### src/rtl/regwait_pkg.sv
package regwait_pkg;

  typedef enum logic [2:0] {
    CMP_ALWAYS = 3'd0,
    CMP_LT     = 3'd1,
    CMP_LE     = 3'd2,
    CMP_EQ     = 3'd3,
    CMP_NE     = 3'd4,
    CMP_GE     = 3'd5,
    CMP_GT     = 3'd6,
    CMP_NEVER  = 3'd7
  } cmp_fn_e;

  typedef enum logic [1:0] {
    ST_IDLE  = 2'd0,
    ST_ISSUE = 2'd1,
    ST_WAIT  = 2'd2,
    ST_DELAY = 2'd3
  } poll_st_e;

endpackage

### src/rtl/regwait_compare.sv
module regwait_compare
  import regwait_pkg::*;
#(
  parameter int DATA_W = 32
) (
  input  cmp_fn_e             fn,
  input  logic [DATA_W-1:0]   rd_val,
  input  logic [DATA_W-1:0]   ref_val,
  input  logic [DATA_W-1:0]   mask,
  output logic                pass
);

  logic [DATA_W-1:0] lhs;
  logic [DATA_W-1:0] rhs;

  always_comb begin
    lhs = rd_val & mask;
    rhs = ref_val & mask;
    unique case (fn)
      CMP_ALWAYS: pass = 1'b1;
      CMP_LT:     pass = (lhs <  rhs);
      CMP_LE:     pass = (lhs <= rhs);
      CMP_EQ:     pass = (lhs == rhs);
      CMP_NE:     pass = (lhs != rhs);
      CMP_GE:     pass = (lhs >= rhs);
      CMP_GT:     pass = (lhs >  rhs);
      default:    pass = 1'b0;
    endcase
  end

endmodule

### src/rtl/regwait_timer.sv
module regwait_timer #(
  parameter int IVL_W = 16
) (
  input  logic             clk,
  input  logic             rst_n,
  input  logic             load,
  input  logic [IVL_W-1:0] load_val,
  input  logic             tick,
  output logic             expired
);

  logic [IVL_W-1:0] cnt_q;
  logic [IVL_W-1:0] cnt_d;
  logic             cnt_en;

  always_comb begin
    cnt_d  = cnt_q;
    cnt_en = 1'b0;
    if (load) begin
      cnt_d  = load_val;
      cnt_en = 1'b1;
    end else if (tick && (cnt_q != '0)) begin
      cnt_d  = cnt_q - 1'b1;
      cnt_en = 1'b1;
    end
  end

  always_ff @(posedge clk or negedge rst_n) begin
    if (!rst_n) begin
      cnt_q <= '0;
    end else if (cnt_en) begin
      cnt_q <= cnt_d;
    end
  end

  assign expired = (cnt_q == '0);

  // a running count only moves down by one per tick
  p_count_down_r6: assert property (@(posedge clk) disable iff (!rst_n)
    (tick && !load && !expired) |=> (cnt_q == $past(cnt_q) - 1'b1));

endmodule

### src/rtl/regwait_fsm.sv
module regwait_fsm
  import regwait_pkg::*;
#(
  parameter int DATA_W  = 32,
  parameter int ADDR_W  = 32,
  parameter int IVL_W   = 16,
  parameter int RETRY_W = 8
) (
  input  logic               clk,
  input  logic               rst_n,
  input  logic               cmd_valid,
  input  logic [2:0]         cmd_func,
  input  logic               cmd_space,
  input  logic               cmd_engine,
  input  logic [ADDR_W-1:0]  cmd_addr,
  input  logic [DATA_W-1:0]  cmd_ref,
  input  logic [DATA_W-1:0]  cmd_mask,
  input  logic [IVL_W-1:0]   cmd_interval,
  input  logic [RETRY_W-1:0] cmd_retries,
  input  logic               rd_resp_valid,
  input  logic [DATA_W-1:0]  rd_resp_data,
  input  logic               cmp_pass,
  input  logic               tmr_expired,
  output logic               tmr_load,
  output logic               tmr_tick,
  output logic [IVL_W-1:0]   tmr_val,
  output cmp_fn_e            fn_q,
  output logic [DATA_W-1:0]  ref_q,
  output logic [DATA_W-1:0]  mask_q,
  output logic               space_q,
  output logic               engine_q,
  output logic [ADDR_W-1:0]  addr_q,
  output logic               rd_req,
  output logic               busy,
  output logic               done,
  output logic               timeout,
  output logic [DATA_W-1:0]  last_data
);

  poll_st_e           st_q, st_d;
  logic [RETRY_W-1:0] retry_q, retry_d;
  logic [IVL_W-1:0]   ivl_q;
  logic               cmd_en;
  logic               retry_en;
  logic               data_en;
  logic               done_d, timeout_d;

  always_comb begin
    st_d      = st_q;
    retry_d   = retry_q;
    cmd_en    = 1'b0;
    retry_en  = 1'b0;
    data_en   = 1'b0;
    done_d    = 1'b0;
    timeout_d = 1'b0;
    tmr_load  = 1'b0;
    tmr_tick  = 1'b0;
    unique case (st_q)
      ST_IDLE: begin
        if (cmd_valid) begin
          cmd_en   = 1'b1;
          retry_en = 1'b1;
          retry_d  = cmd_retries;
          st_d     = ST_ISSUE;
        end
      end
      ST_ISSUE: st_d = ST_WAIT;
      ST_WAIT: begin
        if (rd_resp_valid) begin
          data_en = 1'b1;
          if (cmp_pass) begin
            done_d = 1'b1;
            st_d   = ST_IDLE;
          end else if (retry_q == '0) begin
            timeout_d = 1'b1;
            st_d      = ST_IDLE;
          end else begin
            retry_en = 1'b1;
            retry_d  = retry_q - 1'b1;
            tmr_load = 1'b1;
            st_d     = ST_DELAY;
          end
        end
      end
      ST_DELAY: begin
        tmr_tick = 1'b1;
        if (tmr_expired) st_d = ST_ISSUE;
      end
      default: st_d = ST_IDLE;
    endcase
  end

  always_ff @(posedge clk or negedge rst_n) begin
    if (!rst_n) begin
      st_q    <= ST_IDLE;
      done    <= 1'b0;
      timeout <= 1'b0;
    end else begin
      st_q    <= st_d;
      done    <= done_d;
      timeout <= timeout_d;
    end
  end

  always_ff @(posedge clk or negedge rst_n) begin
    if (!rst_n) begin
      fn_q     <= CMP_ALWAYS;
      ref_q    <= '0;
      mask_q   <= '0;
      space_q  <= 1'b0;
      engine_q <= 1'b0;
      addr_q   <= '0;
      ivl_q    <= '0;
    end else if (cmd_en) begin
      fn_q     <= cmp_fn_e'(cmd_func);
      ref_q    <= cmd_ref;
      mask_q   <= cmd_mask;
      space_q  <= cmd_space;
      engine_q <= cmd_engine;
      addr_q   <= cmd_addr;
      ivl_q    <= cmd_interval;
    end
  end

  always_ff @(posedge clk or negedge rst_n) begin
    if (!rst_n) begin
      retry_q <= '0;
    end else if (retry_en) begin
      retry_q <= retry_d;
    end
  end

  always_ff @(posedge clk or negedge rst_n) begin
    if (!rst_n) begin
      last_data <= '0;
    end else if (data_en) begin
      last_data <= rd_resp_data;
    end
  end

  assign tmr_val = ivl_q;
  assign rd_req  = (st_q == ST_ISSUE);
  assign busy    = (st_q != ST_IDLE);

  // a request lasts one cycle and the next waits for a response
  p_req_pulse_r5: assert property (@(posedge clk) disable iff (!rst_n)
    rd_req |=> !rd_req);
  // an offered command while idle makes the block busy
  p_accept_r8: assert property (@(posedge clk) disable iff (!rst_n)
    (cmd_valid && !busy) |=> busy);
  // the end pulses coincide with an idle block
  p_end_idle_r7: assert property (@(posedge clk) disable iff (!rst_n)
    (done || timeout) |-> !busy);
  // timeout only once the budget was empty
  p_timeout_budget_r7: assert property (@(posedge clk) disable iff (!rst_n)
    timeout |-> ($past(retry_q) == '0));
  // end pulses are exclusive and one cycle long
  p_excl_end_r10: assert property (@(posedge clk) disable iff (!rst_n)
    !(done && timeout));
  p_done_pulse_r10: assert property (@(posedge clk) disable iff (!rst_n)
    done |=> !done);
  // code 7 never ends in done
  p_never_pass_r2: assert property (@(posedge clk) disable iff (!rst_n)
    (busy && fn_q == CMP_NEVER) |=> !done);

endmodule

### src/rtl/regwait_engine.sv
module regwait_engine
  import regwait_pkg::*;
#(
  parameter int DATA_W  = 32,
  parameter int ADDR_W  = 32,
  parameter int IVL_W   = 16,
  parameter int RETRY_W = 8
) (
  input  logic               clk,
  input  logic               rst_n,
  input  logic               cmd_valid,
  output logic               cmd_ready,
  input  logic [2:0]         cmd_func,
  input  logic               cmd_space,
  input  logic               cmd_engine,
  input  logic [ADDR_W-1:0]  cmd_addr,
  input  logic [DATA_W-1:0]  cmd_ref,
  input  logic [DATA_W-1:0]  cmd_mask,
  input  logic [IVL_W-1:0]   cmd_interval,
  input  logic [RETRY_W-1:0] cmd_retries,
  output logic               rd_req,
  output logic               rd_space,
  output logic [ADDR_W-1:0]  rd_addr,
  input  logic               rd_resp_valid,
  input  logic [DATA_W-1:0]  rd_resp_data,
  output logic               busy,
  output logic               stall_main,
  output logic               stall_prefetch,
  output logic               done,
  output logic               timeout,
  output logic [DATA_W-1:0]  last_data
);

  localparam int SYNC_STAGES = 2;

  logic [SYNC_STAGES-1:0] rst_pipe;
  logic                   rst_int_n;

  always_ff @(posedge clk or negedge rst_n) begin
    if (!rst_n) begin
      rst_pipe <= '0;
    end else begin
      rst_pipe <= {rst_pipe[SYNC_STAGES-2:0], 1'b1};
    end
  end
  assign rst_int_n = rst_pipe[SYNC_STAGES-1];

  cmp_fn_e           fn_q;
  logic [DATA_W-1:0] ref_q, mask_q;
  logic              engine_q;
  logic              cmp_pass;
  logic              tmr_load, tmr_tick, tmr_expired;
  logic [IVL_W-1:0]  tmr_val;

  regwait_compare #(.DATA_W(DATA_W)) u_cmp (
    .fn      (fn_q),
    .rd_val  (rd_resp_data),
    .ref_val (ref_q),
    .mask    (mask_q),
    .pass    (cmp_pass)
  );

  regwait_timer #(.IVL_W(IVL_W)) u_tmr (
    .clk      (clk),
    .rst_n    (rst_int_n),
    .load     (tmr_load),
    .load_val (tmr_val),
    .tick     (tmr_tick),
    .expired  (tmr_expired)
  );

  regwait_fsm #(
    .DATA_W(DATA_W), .ADDR_W(ADDR_W), .IVL_W(IVL_W), .RETRY_W(RETRY_W)
  ) u_fsm (
    .clk           (clk),
    .rst_n         (rst_int_n),
    .cmd_valid     (cmd_valid),
    .cmd_func      (cmd_func),
    .cmd_space     (cmd_space),
    .cmd_engine    (cmd_engine),
    .cmd_addr      (cmd_addr),
    .cmd_ref       (cmd_ref),
    .cmd_mask      (cmd_mask),
    .cmd_interval  (cmd_interval),
    .cmd_retries   (cmd_retries),
    .rd_resp_valid (rd_resp_valid),
    .rd_resp_data  (rd_resp_data),
    .cmp_pass      (cmp_pass),
    .tmr_expired   (tmr_expired),
    .tmr_load      (tmr_load),
    .tmr_tick      (tmr_tick),
    .tmr_val       (tmr_val),
    .fn_q          (fn_q),
    .ref_q         (ref_q),
    .mask_q        (mask_q),
    .space_q       (rd_space),
    .engine_q      (engine_q),
    .addr_q        (rd_addr),
    .rd_req        (rd_req),
    .busy          (busy),
    .done          (done),
    .timeout       (timeout),
    .last_data     (last_data)
  );

  assign cmd_ready      = !busy;
  assign stall_main     = busy && !engine_q;
  assign stall_prefetch = busy &&  engine_q;

  // exactly one stage is stalled while busy, none while idle
  p_stall_onehot_r9: assert property (@(posedge clk) disable iff (!rst_int_n)
    busy |-> $onehot({stall_main, stall_prefetch}));
  p_idle_nostall_r9: assert property (@(posedge clk) disable iff (!rst_int_n)
    !busy |-> !(stall_main || stall_prefetch));
  // an always-mode end needs a response in the cycle before
  p_always_after_resp_r4: assert property (@(posedge clk) disable iff (!rst_int_n)
    (done && fn_q == CMP_ALWAYS) |-> $past(rd_resp_valid));

endmodule

### config.mk
export PLATFORM = sky130hd
export DESIGN_NAME = regwait_engine
export DESIGN_NICKNAME = d
export VERILOG_FILES = /design/src/rtl/regwait_pkg.sv /design/src/rtl/regwait_compare.sv /design/src/rtl/regwait_timer.sv /design/src/rtl/regwait_fsm.sv /design/src/rtl/regwait_engine.sv
export SDC_FILE = /design/constraint.sdc
export NUM_CORES = 1
export LEC_CHECK = 0
export BUFFER_PORTS_ARGS = -buffer_cell sky130_fd_sc_hd__buf_2
export CAP_MARGIN = 10
export CELL_PAD_IN_SITES_DETAIL_PLACEMENT = 1
export CELL_PAD_IN_SITES_GLOBAL_PLACEMENT = 2
export CORE_MARGIN = 1
export CORE_UTILIZATION = 34
export DETAILED_ROUTE_END_ITERATION = 7
export PLACE_DENSITY = 0.83
export RECOVER_POWER = 25
export SYNTH_ARGS = -nofsm -noshare
export SYNTH_HDL_FRONTEND = slang
export SYNTH_SLANG_ARGS = --single-unit
### constraint.sdc
create_clock -name clk -period 6.26 [get_ports clk]
set_clock_uncertainty 0.15 [all_clocks]
set_input_delay 0.626 -clock clk [delete_from_list [all_inputs] [get_ports clk]]
set_output_delay 0.626 -clock clk [all_outputs]
set_load 0.01 [all_outputs]
; ---- Yosys cells after proc, flatten, opt, wreduce, memory -nomap -nowiden
; Index checks and enable logic that the tools add are counted.
[word_totals]
regBits = 179
in_bits = 161
out_inout_bits = 72
wordCells = 87
[classes]
addsub = 2
n_lt_le_gt_ge = 4
eq_ne = 16
mux = 33
n_bitwise = 2
reduce_logical = 16
[ops]
columns = cell, count
row1 = AND 32 bit, 2
row2 = == test 32 bit, 1
row3 = greater-or-equal comparator 32 bit, 1
row4 = greater-than comparator 32 bit, 1
row5 = <= comparator 32 bit, 1
row6 = less-than comparator 32 bit, 1
row7 = 2-to-1 mux 16 bit, 2
row8 = 2-to-1 mux 8 bit, 4
row9 = != test 32 bit, 1
row10 = 2-to-1 mux 1 bit, 18
row11 = logical NOT 16 bit, 1
row12 = case mux 8 bit (2 select lines), 1
row13 = nonzero test 16 bit, 1
row14 = subtractor 16 x 1 -> 16 bit (second input constant), 1
row15 = 2-to-1 mux 2 bit, 5
row16 = != test 2 bit (second input constant), 5
row17 = == test 3 bit (second input constant), 3
row18 = logical NOT 8 bit, 1
row19 = case mux 2 bit (4 select lines), 1
row20 = subtractor 8 x 1 -> 8 bit (second input constant), 1
row21 = case mux 1 bit (7 select lines), 1
row22 = == test 3 x 2 -> 1 bit (second input constant), 2
row23 = AND reduction 6 bit, 1
row24 = nonzero test 2 bit, 3
row25 = other kinds (10), 14

; ---- Depth between registers and ports, before layout
[depth]
ltp_word = 8
depth_mapped = 11
ltp_nobuf = 10

; ---- Modules after synthesis
; A second synthesis with hierarchy kept.
[hier_totals]
cells_unflattened = 694
hier_area_um2 = 8533.2
[modules_own_cells]
columns = module, instances, cells_per_inst, area_each_um2, seq_area_each_um2
row1 = regwait_fsm, 1, 405, 6244.7, 4028.9
row2 = regwait_compare, 1, 172, 1184.9, 0.0
row3 = regwait_timer, 1, 111, 1029.7, 400.4
row4 = regwait_engine, 1, 6, 73.8, 50.0

; ---- Worst setup path before layout
; OpenSTA, ideal clock, no wires.
[synth_timing]
kind = input-to-reg
from = input port rd_resp_data[1]
to = register u_tmr.cnt_q[13]
setup_ns = 0.125
t_arrival_ns = 2.957
setup_slack_ns = 3.028
cell_stages = 10
n_path_buf = 1
path_cell_list = and2_1 ha_1 nor2b_1 o211ai_2 a21oi_1 o311a_1 or3_4 o211ai_2 buf_2 mux2_2
[synth_between]
elab_chain_len = 8
word_cells_on_any_way = 15
[synth_lines]
columns = element, line_no
row1 = start: declaration, regwait_engine.sv:25  ; input logic [DATA_W-1:0] rd_resp_data,
row2 = AND 32 bit *, regwait_compare.sv:17  ; lhs = rd_val & mask;
row3 = greater-than comparator 32 bit (tied with other cells), regwait_compare.sv:26  ; CMP_GT: pass = (lhs > rhs);
row4 = case mux 1 bit (7 select lines) *, regwait_compare.sv:19  ; unique case (fn)
row5 = 2-to-1 mux 1 bit *, regwait_fsm.sv:71  ; if (cmp_pass) begin
row6 = 2-to-1 mux 1 bit *, regwait_fsm.sv:69  ; if (rd_resp_valid) begin
row7 = 2-to-1 mux 1 bit *, regwait_fsm.sv:58  ; unique case (st_q)
row8 = nonzero test 2 bit (no line) / 2-to-1 mux 1 bit (equally long branches), n/a
row9 = AND reduction 2 bit (no line), n/a
row10 = end signal: assignment, regwait_timer.sv:32  ; cnt_q <= cnt_d;
row11 = end: declaration, regwait_timer.sv:12  ; logic [IVL_W-1:0] cnt_q;
; Every way passes the cells marked *; elsewhere a longest branch is shown, timed or not.
; A chain may end at the register's enable or synchronous reset.

; ---- Final worst setup path
[layout_timing]
from = register u_fsm.mask_q[29]
to = register u_tmr.cnt_q[12]
[layout_between]
elab_chain_len = 8
word_cells_on_any_way = 16
[layout_lines]
columns = element, line_no
row1 = start: declaration, regwait_fsm.sv:29  ; output logic [DATA_W-1:0] mask_q,
row2 = start signal: assignment, regwait_fsm.sv:117  ; mask_q <= cmd_mask;
row3 = AND 32 bit (on tied branches), "regwait_compare.sv:17, regwait_compare.sv:18"
row4 = greater-than comparator 32 bit (tied with other cells), regwait_compare.sv:26
row5 = case mux 1 bit (7 select lines) *, regwait_compare.sv:19
row6 = 2-to-1 mux 1 bit *, regwait_fsm.sv:71
row7 = 2-to-1 mux 1 bit *, regwait_fsm.sv:69
row8 = 2-to-1 mux 1 bit *, regwait_fsm.sv:58
row9 = nonzero test 2 bit (no line) / 2-to-1 mux 1 bit (equally long branches), n/a
row10 = AND reduction 2 bit (no line), n/a
; Marked as above.

==> results.cfg <==
[status]
run_status = complete, but fails checks
violations = capacitance limit, slew limit

[drt]
first_pass_iters = 4
num_vias = 6055
drt_drc_violations_left = 0
drt-total-wl_um = 20500
vias_per_cell = 4.90
wl_per_cell_um = 16.6
drt_iter0_drc = 233
antenna_left = 0

[timing]
hold_viol_final = 0
tightestPinTransition_ns = 2.52
slew_violations = 61
period_needed_ns = 3.54
tns_ns = 0
hold_slack_ns = 0.211
slew_headroom_pct = -67.9
setup_slack_ns = 2.72
period_share_pct = 56.6
max_freq_mhz = 282
rsz0062_at_grt = false
setup_viol = 0

[yosys]
ys_ff_latch = 179
ys_top_cells_by_area = dfrtp_1 (53%), mux2_2 (21%), ha_1 (5.7%)
synth_nets = 864
ys_types = 56
ys_warn_count = 0
netlist_instances = 665
yosysSeqAreaShare_pct = 53.3
syn_area_per_cell_um2 = 12.6
yosysTopAreaCell = dfrtp_1
ys.flop_type = dfrtp_1
synthesis.area_mm2 = 0.00841
synth_top_area_share_pct = 53.3
synthArstFlopShare_pct = 100
synth-edff-count = 0

[placement]
routabilityCongestion = 0.790
hpwl_um = 15100
portBuffers = 232
place_inst = 1201
place_ws_ns = 2.31

[floorplanning]
coreArea_mm2 = 0.0243
num_rows = 57
die_x_um = 159
top_level_ports = 233
start_util_pct = 34.6
dieArea_mm2 = 0.0254
die_y_um = 159

[clock_network]
root_buffer = clkbuf_16
cts.clk_slew.worst_paths_ns = 0.08
clockBufferDepth = 2
cts_tree = done
cts_sinks = 179
clock_latency_ns = 0.43
htreeDepth = 4
numCtsBuffers = 17

[setup_path]
critPathMaxFanout = 24
cp_data_required_time_ns = 6.42
start_kind = flop
rr_worst_depth = 10
end_kind = flop
cp.arrival_ns = 3.70
worstSetupPathType = reg2reg

[cells_and_area]
area_growth_pct = 24.8
layout_commonest_cell = buf_2
final_cell_mix = buf_2 (187), dfrtp_1 (179), mux2_2 (154)
final_cells = 1236
drive_above_1_share_pct = 42.9
final_core_util_pct = 43.1
nets = 1096

[power]
ir_drop_uv = 168
cellPowerDensity_mw_per_mm2 = 497
leakage_nw = 4.79

[min_path]
whs_path_depth = 0
hold_class = reg2reg

[global_route]
grt_antenna_before_repair = 4
grt_first_pass_wirelength_um = 34200
first_global_vias = 6473
grt_use_total_pct = 17.1
grt_overflow = 0
grt_max_degree = 118

[run]
drv_cap = 1
[synthesized netlist by cell type, types with 6 or more instances]
| cell | instances |
|---|---|
| o21ai_0 | 8 |
| ha_1 | 38 |
| mux2_2 | 154 |
| nor2_1 | 28 |
| and2_1 | 32 |
| nand4_1 | 8 |
| xnor2_1 | 9 |
| dfrtp_1 | 179 |
| nand2_1 | 49 |
| or3_1 | 6 |
| nand3_1 | 8 |
| clkbuf_1 | 18 |
| a21oi_1 | 25 |
| nor3_1 | 9 |
| inv_1 | 14 |
[report_power, final]
part | total (mW) | switching, mW | leakage (nW) | internal (mW)
Clock | 1.11 | 0.477 | 0.289 | 0.636
Combinational | 2.01 | 0.985 | 2.39 | 1.03
Sequential | 2.09 | 0.355 | 2.11 | 1.73
Total | 5.21 | 1.82 | 4.79 | 3.39
[routing by layer]
layer	global-route usage [%]	wire, µm	part of all wire (%)
met1	21.0	8580	42
met2	29.6	10700	52
met3	4.64	991	4.8
met4	4.59	207	1.0
met5	0	27	0.13
[layout make-up]
cell class                 count  area, µm²
clock inverter                13        171
sequential                   179       4480
inverter                      14       52.6
timing repair buffer         236       1150
fill                        2675      13800
clock buffer                  19        433
tap                          324        405
antenna                        2       5.00
multi-input combinational    449       3800
[flip-flops by register name, summed over array words and instances (netlist names), 3 cells and up]
name	cells
u_fsm.addr_q	32
u_fsm.mask_q	32
u_tmr.cnt_q	16
u_fsm.last_data	32
u_fsm.tmr_val	16
u_fsm.fn_q	3
u_fsm.retry_q	8
u_fsm.ref_q	32
[timing repair]
action / in CTS / in global routing
setup buffers: 0 / 0
hold buffers: 1 / 0
gates resized for setup: 0 / 0
hold endpoints to repair: 2 / 0
[critical path, stage by stage (launching register included)]
cell      delay, ns
dfrtp_1        0.40
and2_1         0.16
ha_1           0.33
a21o_1         0.17
a21o_1         0.17
a22oi_1        0.17
o211ai_1       0.22
or3_4          0.45
o211ai_2       0.49
buf_4          0.36
mux2_2         0.37
[cells by family after synthesis]
group / synth area share, %
flip-flops: 53.3
XOR/XNOR: 1.46
buffers and inverters: 1.70
AND/OR/NAND/NOR: 10.5
AO/OA/AOI/OAI: 6.52
multiplexers: 20.9
other: 0.0446
adder cells (fa/ha/maj): 5.65
[through the flow]
stage          total power [mW]  cell area, µm²
2_1_floorplan              3.51            8410
3_3_place_gp               4.11            9930
3_5_place_dp               4.20            9930
4_1_cts                    5.34           10500
5_1_grt                    5.63           10500
6_report                   5.21           10500
[final timing paths]
path                                         startpoint                           to  slack (ns)
max reg2reg                u_fsm.mask_q[29]$_DFFE_PN0P_  u_tmr.cnt_q[12]$_DFFE_PN0P_        2.72
max in group asynchronous         rst_pipe[1]$_DFF_PN0_   u_fsm.ref_q[9]$_DFFE_PN0P_        3.39
min reg2reg                       rst_pipe[0]$_DFF_PN0_        rst_pipe[1]$_DFF_PN0_        0.21
max                        u_fsm.mask_q[29]$_DFFE_PN0P_  u_tmr.cnt_q[12]$_DFFE_PN0P_        2.72
min                               rst_pipe[0]$_DFF_PN0_        rst_pipe[1]$_DFF_PN0_        0.21
min in group asynchronous                         rst_n        rst_pipe[0]$_DFF_PN0_        0.35
No activity file was read; power rests on OpenSTA's default activity.
